$ cat config.mk
export PLATFORM = sky130hd
export DESIGN_NAME = msg_port_regs
export DESIGN_NICKNAME = d
export VERILOG_FILES = /design/src/rtl/msgif_pkg.sv /design/src/rtl/msgif_sig_fifo.sv /design/src/rtl/msgif_resp_reg.sv /design/src/rtl/msg_port_regs.sv
export SDC_FILE = /design/constraint.sdc
export NUM_CORES = 1
export LEC_CHECK = 0
export BUFFER_PORTS_ARGS = -buffer_cell sky130_fd_sc_hd__buf_2
export CAP_MARGIN = 10
export CORE_MARGIN = 1.5
export CORE_UTILIZATION = 34
export CTS_CLUSTER_DIAMETER = 40
export DETAILED_ROUTE_END_ITERATION = 8
export SLEW_MARGIN = 15
export SYNTH_ARGS = -nofsm -noshare
export SYNTH_HDL_FRONTEND = slang
export SYNTH_SLANG_ARGS = --single-unit
$ cat constraint.sdc
create_clock -name clk -period 3 [get_ports clk]
set_input_delay 0.15 -clock clk [delete_from_list [all_inputs] [get_ports clk]]
set_output_delay 0.15 -clock clk [all_outputs]
set_load 0.02 [all_outputs]
$ cat src/rtl/msgif_pkg.sv
package msgif_pkg;
  localparam int REG_W  = 16;
  localparam int ADDR_W = 3;

  localparam logic [ADDR_W-1:0] ADR_POP    = 3'd3;
  localparam logic [ADDR_W-1:0] ADR_PROTO  = 3'd4;
  localparam logic [ADDR_W-1:0] ADR_RESP   = 3'd5;
  localparam logic [ADDR_W-1:0] ADR_MSG_LO = 3'd6;
  localparam logic [ADDR_W-1:0] ADR_MSG_HI = 3'd7;

  localparam logic [REG_W-1:0] PROTO_ID   = 16'h1FFF;
  localparam logic [REG_W-1:0] RESP_WMASK = 16'h3EEF;
  localparam logic [REG_W-1:0] RESP_CONST = 16'h4100;

  // response bit positions the hardware acts on
  localparam int B_RD_RDY   = 10;
  localparam int B_WR_RDY   = 9;
  localparam int B_RR_IEN   = 6;
  localparam int B_HI_TOUCH = 5;
  localparam int B_SIG_PEND = 4;
  localparam int B_MSG_HELD = 3;
endpackage

$ cat src/rtl/msgif_sig_fifo.sv
module msgif_sig_fifo #(
  parameter int WIDTH = 16,
  parameter int DEPTH = 4
) (
  input  logic             clk,
  input  logic             rst,
  input  logic             push,
  input  logic [WIDTH-1:0] push_data,
  input  logic             pop,
  output logic [WIDTH-1:0] head,
  output logic             not_empty,
  output logic             full
);
  localparam int PW = (DEPTH > 1) ? $clog2(DEPTH) : 1;
  localparam int CW = $clog2(DEPTH + 1);
  localparam logic [PW-1:0] LAST = PW'(DEPTH - 1);

  logic [WIDTH-1:0] mem [DEPTH];
  logic [PW-1:0]    wr_ptr, rd_ptr;
  logic [CW-1:0]    cnt;
  logic             do_push, do_pop;

  assign do_push   = push && !full;
  assign do_pop    = pop && not_empty;
  assign not_empty = (cnt != '0);
  assign full      = (cnt == CW'(DEPTH));
  assign head      = mem[rd_ptr];

  // storage without reset so it can map to RAM
  always_ff @(posedge clk) begin
    if (do_push) mem[wr_ptr] <= push_data;
  end

  always_ff @(posedge clk) begin
    if (rst) begin
      wr_ptr <= '0;
      rd_ptr <= '0;
      cnt    <= '0;
    end else begin
      if (do_push) wr_ptr <= (wr_ptr == LAST) ? '0 : wr_ptr + 1'b1;
      if (do_pop)  rd_ptr <= (rd_ptr == LAST) ? '0 : rd_ptr + 1'b1;
      case ({do_push, do_pop})
        2'b10:   cnt <= cnt + 1'b1;
        2'b01:   cnt <= cnt - 1'b1;
        default: cnt <= cnt;
      endcase
    end
  end

  // a full queue refusing a push stays full
  a_r2_no_overflow: assert property (@(posedge clk) disable iff (rst)
    (full && push && !pop) |=> full);
  // popping an empty queue leaves it empty
  a_r3_no_underflow: assert property (@(posedge clk) disable iff (rst)
    (!not_empty && pop && !push) |=> !not_empty);
  a_r2_count_bound: assert property (@(posedge clk) disable iff (rst)
    cnt <= CW'(DEPTH));
endmodule

$ cat src/rtl/msgif_resp_reg.sv
module msgif_resp_reg
  import msgif_pkg::*;
(
  input  logic             clk,
  input  logic             rst,
  input  logic             loc_wr,
  input  logic [REG_W-1:0] loc_wdata,
  input  logic             clr_any,
  input  logic             clr_hi,
  input  logic             sig_pend,
  output logic [REG_W-1:0] resp_word,
  output logic             irq
);
  logic [REG_W-1:0] store_q, store_d;
  logic             irq_d;

  always_comb begin
    store_d = store_q;
    if (loc_wr) store_d = loc_wdata & RESP_WMASK;
    // hardware clear from the bus side wins over a local write
    if (clr_any) begin
      store_d[B_RD_RDY]   = 1'b0;
      store_d[B_WR_RDY]   = 1'b0;
      store_d[B_MSG_HELD] = 1'b0;
    end
    if (clr_hi) store_d[B_HI_TOUCH] = 1'b0;
    irq_d = !store_d[B_WR_RDY] || (store_d[B_RR_IEN] && !store_d[B_RD_RDY]);
  end

  always_ff @(posedge clk) begin
    if (rst) begin
      store_q <= '0;
      irq     <= 1'b1;
    end else begin
      store_q <= store_d;
      irq     <= irq_d;
    end
  end

  always_comb begin
    resp_word = (store_q & RESP_WMASK) | RESP_CONST;
    resp_word[B_SIG_PEND] = sig_pend;
  end

  // any message access by the bus drops the handshake flags
  a_r7_hw_clear: assert property (@(posedge clk) disable iff (rst)
    clr_any |=> (!resp_word[B_RD_RDY] && !resp_word[B_WR_RDY] && !resp_word[B_MSG_HELD]));
  // a high-half access drops the monitor bit
  a_r8_hi_clear: assert property (@(posedge clk) disable iff (rst)
    clr_hi |=> !resp_word[B_HI_TOUCH]);
  // without a write or clear the stored bits hold
  a_r6_hold: assert property (@(posedge clk) disable iff (rst)
    (!loc_wr && !clr_any && !clr_hi) |=> $stable(store_q));
  // the registered interrupt tracks the visible flags
  a_r10_irq_src: assert property (@(posedge clk) disable iff (rst)
    irq == (!resp_word[B_WR_RDY] || (resp_word[B_RR_IEN] && !resp_word[B_RD_RDY])));
endmodule

$ cat src/rtl/msg_port_regs.sv
module msg_port_regs
  import msgif_pkg::*;
#(
  parameter int FIFO_DEPTH = 4
) (
  input  logic              clk,
  input  logic              rst,
  input  logic              bus_sel,
  input  logic              bus_we,
  input  logic [ADDR_W-1:0] bus_addr,
  input  logic [REG_W-1:0]  bus_wdata,
  output logic [REG_W-1:0]  bus_rdata,
  input  logic              loc_sel,
  input  logic              loc_we,
  input  logic [ADDR_W-1:0] loc_addr,
  input  logic [REG_W-1:0]  loc_wdata,
  output logic [REG_W-1:0]  loc_rdata,
  output logic              msg_irq
);
  logic bus_rd, bus_wr, loc_rd, loc_wr;
  logic bus_touch_lo, bus_touch_hi, sig_push, sig_pop;
  logic [REG_W-1:0] msg_lo_q, msg_hi_q, resp_word, sig_head;
  logic sig_nempty, sig_full;

  assign bus_rd = bus_sel && !bus_we;
  assign bus_wr = bus_sel && bus_we;
  assign loc_rd = loc_sel && !loc_we;
  assign loc_wr = loc_sel && loc_we;

  assign bus_touch_lo = bus_sel && (bus_addr == ADR_MSG_LO);
  assign bus_touch_hi = bus_sel && (bus_addr == ADR_MSG_HI);
  assign sig_push     = bus_wr && (bus_addr == ADR_PROTO);
  assign sig_pop      = loc_rd && (loc_addr == ADR_POP);

  msgif_sig_fifo #(.WIDTH(REG_W), .DEPTH(FIFO_DEPTH)) u_sig_fifo (
    .clk(clk), .rst(rst),
    .push(sig_push), .push_data(bus_wdata),
    .pop(sig_pop), .head(sig_head),
    .not_empty(sig_nempty), .full(sig_full)
  );

  msgif_resp_reg u_resp (
    .clk(clk), .rst(rst),
    .loc_wr(loc_wr && (loc_addr == ADR_RESP)),
    .loc_wdata(loc_wdata),
    .clr_any(bus_touch_lo || bus_touch_hi),
    .clr_hi(bus_touch_hi),
    .sig_pend(sig_nempty),
    .resp_word(resp_word),
    .irq(msg_irq)
  );

  always_ff @(posedge clk) begin
    if (rst) begin
      msg_lo_q <= '0;
      msg_hi_q <= '0;
    end else if (bus_wr) begin
      if (bus_addr == ADR_MSG_LO) msg_lo_q <= bus_wdata;
      if (bus_addr == ADR_MSG_HI) msg_hi_q <= bus_wdata;
    end
  end

  always_ff @(posedge clk) begin
    if (rst) begin
      bus_rdata <= '0;
    end else if (bus_rd) begin
      case (bus_addr)
        ADR_PROTO:  bus_rdata <= PROTO_ID;
        ADR_RESP:   bus_rdata <= resp_word;
        ADR_MSG_LO: bus_rdata <= msg_lo_q;
        ADR_MSG_HI: bus_rdata <= msg_hi_q;
        default:    bus_rdata <= '0;
      endcase
    end
  end

  always_ff @(posedge clk) begin
    if (rst) begin
      loc_rdata <= '0;
    end else if (loc_rd) begin
      case (loc_addr)
        ADR_POP:    loc_rdata <= sig_nempty ? sig_head : '0;
        ADR_PROTO:  loc_rdata <= PROTO_ID;
        ADR_RESP:   loc_rdata <= resp_word;
        ADR_MSG_LO: loc_rdata <= msg_lo_q;
        ADR_MSG_HI: loc_rdata <= msg_hi_q;
        default:    loc_rdata <= '0;
      endcase
    end
  end

  // the protocol word is returned on either port
  a_r1_proto_bus: assert property (@(posedge clk) disable iff (rst)
    (bus_rd && bus_addr == ADR_PROTO) |=> (bus_rdata == PROTO_ID));
  a_r1_proto_loc: assert property (@(posedge clk) disable iff (rst)
    (loc_rd && loc_addr == ADR_PROTO) |=> (loc_rdata == PROTO_ID));
  // a pop of an empty queue reads zero
  a_r3_empty_pop: assert property (@(posedge clk) disable iff (rst)
    (sig_pop && !sig_nempty) |=> (loc_rdata == '0));
  // a push always leaves something pending
  a_r4_sig_after_push: assert property (@(posedge clk) disable iff (rst)
    (sig_push && !sig_pop) |=> resp_word[B_SIG_PEND]);
endmodule

==> flow_metrics.py <==
metrics = {
    "timing": {
        "min_period_ps": 2480,
        "relSlewSlack_pct": 27.4,
        "hold_viol": 0,
        "fin_hold_ws_ps": 3.78,
        "tns_ps": 0,
        "skew_ps": 5.27,
        "slew_violations": 0,
        "tightest_slew_ps": 1090,
        "setup_viol": 0,
        "fmax_ghz": 0.403,
        "rsz0062_at_grt": "false",
        "layout_worst_path_cycle_share_pct": 82.7,
    },
    "cells_and_area": {
        "final-instance-count-excl-fill": 889,
        "syn2layout_area_growth_pct": 21.3,
        "fill_cells": 1710,
        "layout.nets": 698,
        "drive_gt1_share_pct": 21.2,
        "antenna_cells": 0,
        "fin_util_pct": 42.5,
    },
    "critical_path": {
        "cpMostUsedCell": "or3_1",
        "r2r_start": "u_sig_fifo.cnt[0]",
        "cp-startpoint": "u_sig_fifo.cnt[0]",
        "r2r-end": "u_sig_fifo.cnt[2]",
        "crit_path_end_kind": "flip-flop",
        "cp.required_ps": 3350,
        "worstPathCellList": "or3_1, and3_1, ha_1, fa_1, xnor2_1, or3_1, a21oi_1",
        "reg2reg_slack_ps": 520,
        "reg2reg_depth": 7,
        "crit_slowest_cell": "or3_1",
        "crit_path_max_fanout": 5,
        "critPathKind": "reg -> reg",
        "crit_arrival_ps": 2830,
        "critPathMaxStageDelay_ps": 440,
        "start_kind": "flip-flop",
    },
    "die": {
        "dieArea_um2": 19500,
        "ios": 77,
        "die_w_um": 140,
        "die_y_um": 140,
        "initial_core_util_pct": 35.0,
        "rows": 49,
        "fp.coreArea_um2": 18100,
    },
    "global_routing": {
        "gr-usage-met1_pct": 22.2,
        "grt_pass1_wl_um": 26500,
        "antenna_found_initial": 0,
        "grt_usage_pct": 18.1,
        "grt_pass1_vias": 4748,
        "grt_max_degree": 46,
        "grt_overflow": 0,
        "grt.busiest_layer": "met2",
        "grt_util_met3_pct": 4.34,
        "met2_usage_pct": 31.0,
    },
    "hold_path": {
        "hold_class": "in -> reg",
        "hold-path-endpoint": "u_sig_fifo.mem[1][14]",
        "hp-start": "bus_wdata[14]",
        "whs_path_depth": 1,
    },
    "clocking": {
        "clock_tree.root_cell": "clkbuf_16",
        "post_cts_buffers": 0,
        "cts.sink_count": 150,
        "numCtsBuffers": 17,
        "cts_tree": "yes",
        "cts-resized-gates": 0,
        "path_clk_slew_ps": 60,
        "clock_latency_ps": 430,
        "cts_max_path_buffers": 2,
        "htree_levels": 4,
    },
    "yosys": {
        "seq_area_frac_synth_pct": 57.4,
        "synthArstFlopShare_pct": 0,
        "syn-num-nets": 617,
        "synth.distinct_cells": 40,
        "synth_cells": 566,
        "yosys_warnings": 0,
        "synth_area_per_cell_um2": 11.2,
        "synth-edff-count": 64,
        "syn_area_um2": 6350,
        "synth_flop_cell": "dfxtp_1",
        "ys_ff_latch": 150,
    },
    "detailed_routing": {
        "wl_per_cell_um": 19.2,
        "dr_total_vias": 4790,
        "drtIter0Drc": 458,
        "drc_errors": 3,
        "dr.pass1.iters": 7,
        "drt-vias-per-instance": 5.39,
        "wirelength_um": 17100,
        "postRouteAntennaNets": 0,
    },
    "run_status": {
        "violations": "design-rule violations",
        "status": "finished with violations",
    },
    "place": {
        "routabilityCongestion": 0.810,
        "port_buffers": 72,
        "place.detailed.instances": 840,
        "dpl.hpwl_um": 11600,
    },
    "power_and_ir_drop": {
        "peakVddDrop_mv": 0.419,
        "p_leak_nw": 2.79,
        "p_per_area_nw_per_um2": 598,
    },
    "flow_run": {
        "drv_cap": 0,
    },
}
## critical path: cells and delay by family, from the launching register on
kind	cells	cell delay [ps]
xor gates and xnor gates	1	150
adders and majority gates	2	710
AOI/OAI and AO/OA	1	160
DFF	1	370
and+or+nand+nor	3	1000
## how the worst max path moves through the flow
stage,to,slack (ps)
2_1_floorplan,u_sig_fifo.cnt[2],680
3_3_place_gp,u_sig_fifo.cnt[2],620
3_5_place_dp,u_sig_fifo.cnt[2],540
4_1_cts,u_sig_fifo.cnt[2],510
5_1_grt,u_sig_fifo.cnt[2],410
6_report,u_sig_fifo.cnt[2],520
## layer usage
layer | vias to the layer above | routed length [um]
met5 | - | 0
met4 | 0 | 385
met3 | 27 | 900
met2 | 146 | 8700
met1 | 2364 | 7080
li1 | 2253 | -
## final cells by class
| class | count | area (um2) | area share, % |
|---|---|---|---|
| Sequential cell | 150 | 3640 | 47.3 |
| Clock buffer | 17 | 425 | 5.52 |
| Multi-Input combinational cell | 353 | 2440 | 31.7 |
| Clock inverter | 15 | 178 | 2.31 |
| Tap cell | 229 | 287 | 3.72 |
| Timing Repair Buffer | 107 | 666 | 8.64 |
| Inverter | 18 | 67.6 | 0.877 |
## synthesized netlist by cell type (3+ instances only)
cell type  instances  area share, %
a211oi_1           3           0.35
a21oi_1           67            5.3
a221oi_1          24            3.3
and2_1             5           0.49
and3_1             3           0.30
buf_1              4           0.24
buf_2              9           0.71
buf_4              3           0.35
clkbuf_1          27            1.6
dfxtp_1           86             27
edfxtp_1          64             30
ha_1               6            1.2
inv_1             18            1.1
mux2i_1           38            6.0
mux4_2            16            5.7
nand2_1           80            4.7
nand2b_1           5           0.49
nand3_1            3           0.24
nor2_1            23            1.4
nor2b_1            4           0.39
nor3_1            18            1.4
o2111ai_1         12            1.7
o211ai_1           9            1.1
o21ai_0           19            1.5
or3_1              3           0.30
## layout by cell type, fill, tap and decap left out, types with 3 or more instances in the layout
cell / n
and2_1: 5
a211oi_1: 3
nand2b_1: 5
buf_4: 18
nand3_1: 3
inv_1: 18
mux4_2: 16
nand2_1: 80
a221oi_1: 24
a21oi_1: 67
bufinv_16: 3
inv_6: 3
mux2i_1: 38
o21ai_0: 19
dfxtp_1: 86
nor2b_1: 4
nor3_1: 18
ha_1: 6
or3_1: 3
nor2_1: 23
o2111ai_1: 12
and3_1: 3
dlygate4sd3_1: 17
edfxtp_1: 64
o211ai_1: 9
buf_2: 72
clkbuf_16: 17
## kinds of logic (layout without fill, tap and decap cells)
logic type	count (synthesis)	count (layout)	synth area share, %
buf+inv	63	157	4.21
xor+xnor	2	2	0.276
compound gates	140	140	14.2
flops	150	150	57.4
fa+ha+maj	7	7	1.50
mux	55	55	11.9
simple gates	149	149	10.6
## sequential cells by signal (all words and copies together), names as in the netlist, named ones only
name,flops
u_resp.store_q,12
msg_lo_q,16
u_sig_fifo.wr_ptr,2
loc_rdata,16
u_sig_fifo.mem,64
u_resp.irq,1
u_sig_fifo.rd_ptr,2
msg_hi_q,16
u_sig_fifo.cnt,3
bus_rdata,16
## where the power goes
group / leakage [nW] / internal, mW / switching, mW
Sequential: 1.27 / 2.15 / 0.0124
Clock: 0.291 / 1.31 / 0.866
Combinational: 1.23 / 0.0971 / 0.178
Total: 2.79 / 3.55 / 1.06
## repair_timing
action	CTS	global route
endpoints found under the hold margin	36	8
hold buffers	15	2
endpoints found under the setup margin	0	0
## per-stage QoR
stage | setup WS (ps) | instance area, um2 | power [mW]
after detailed placement | 541 | 6930 | 2.46
after global routing | 408 | 7710 | 4.76
after global placement | 622 | 6930 | 2.45
final | 520 | 7710 | 4.61
after CTS | 506 | 7690 | 4.63
after floorplan | 683 | 6350 | 2.35
Power figures use the tool's default switching activity.
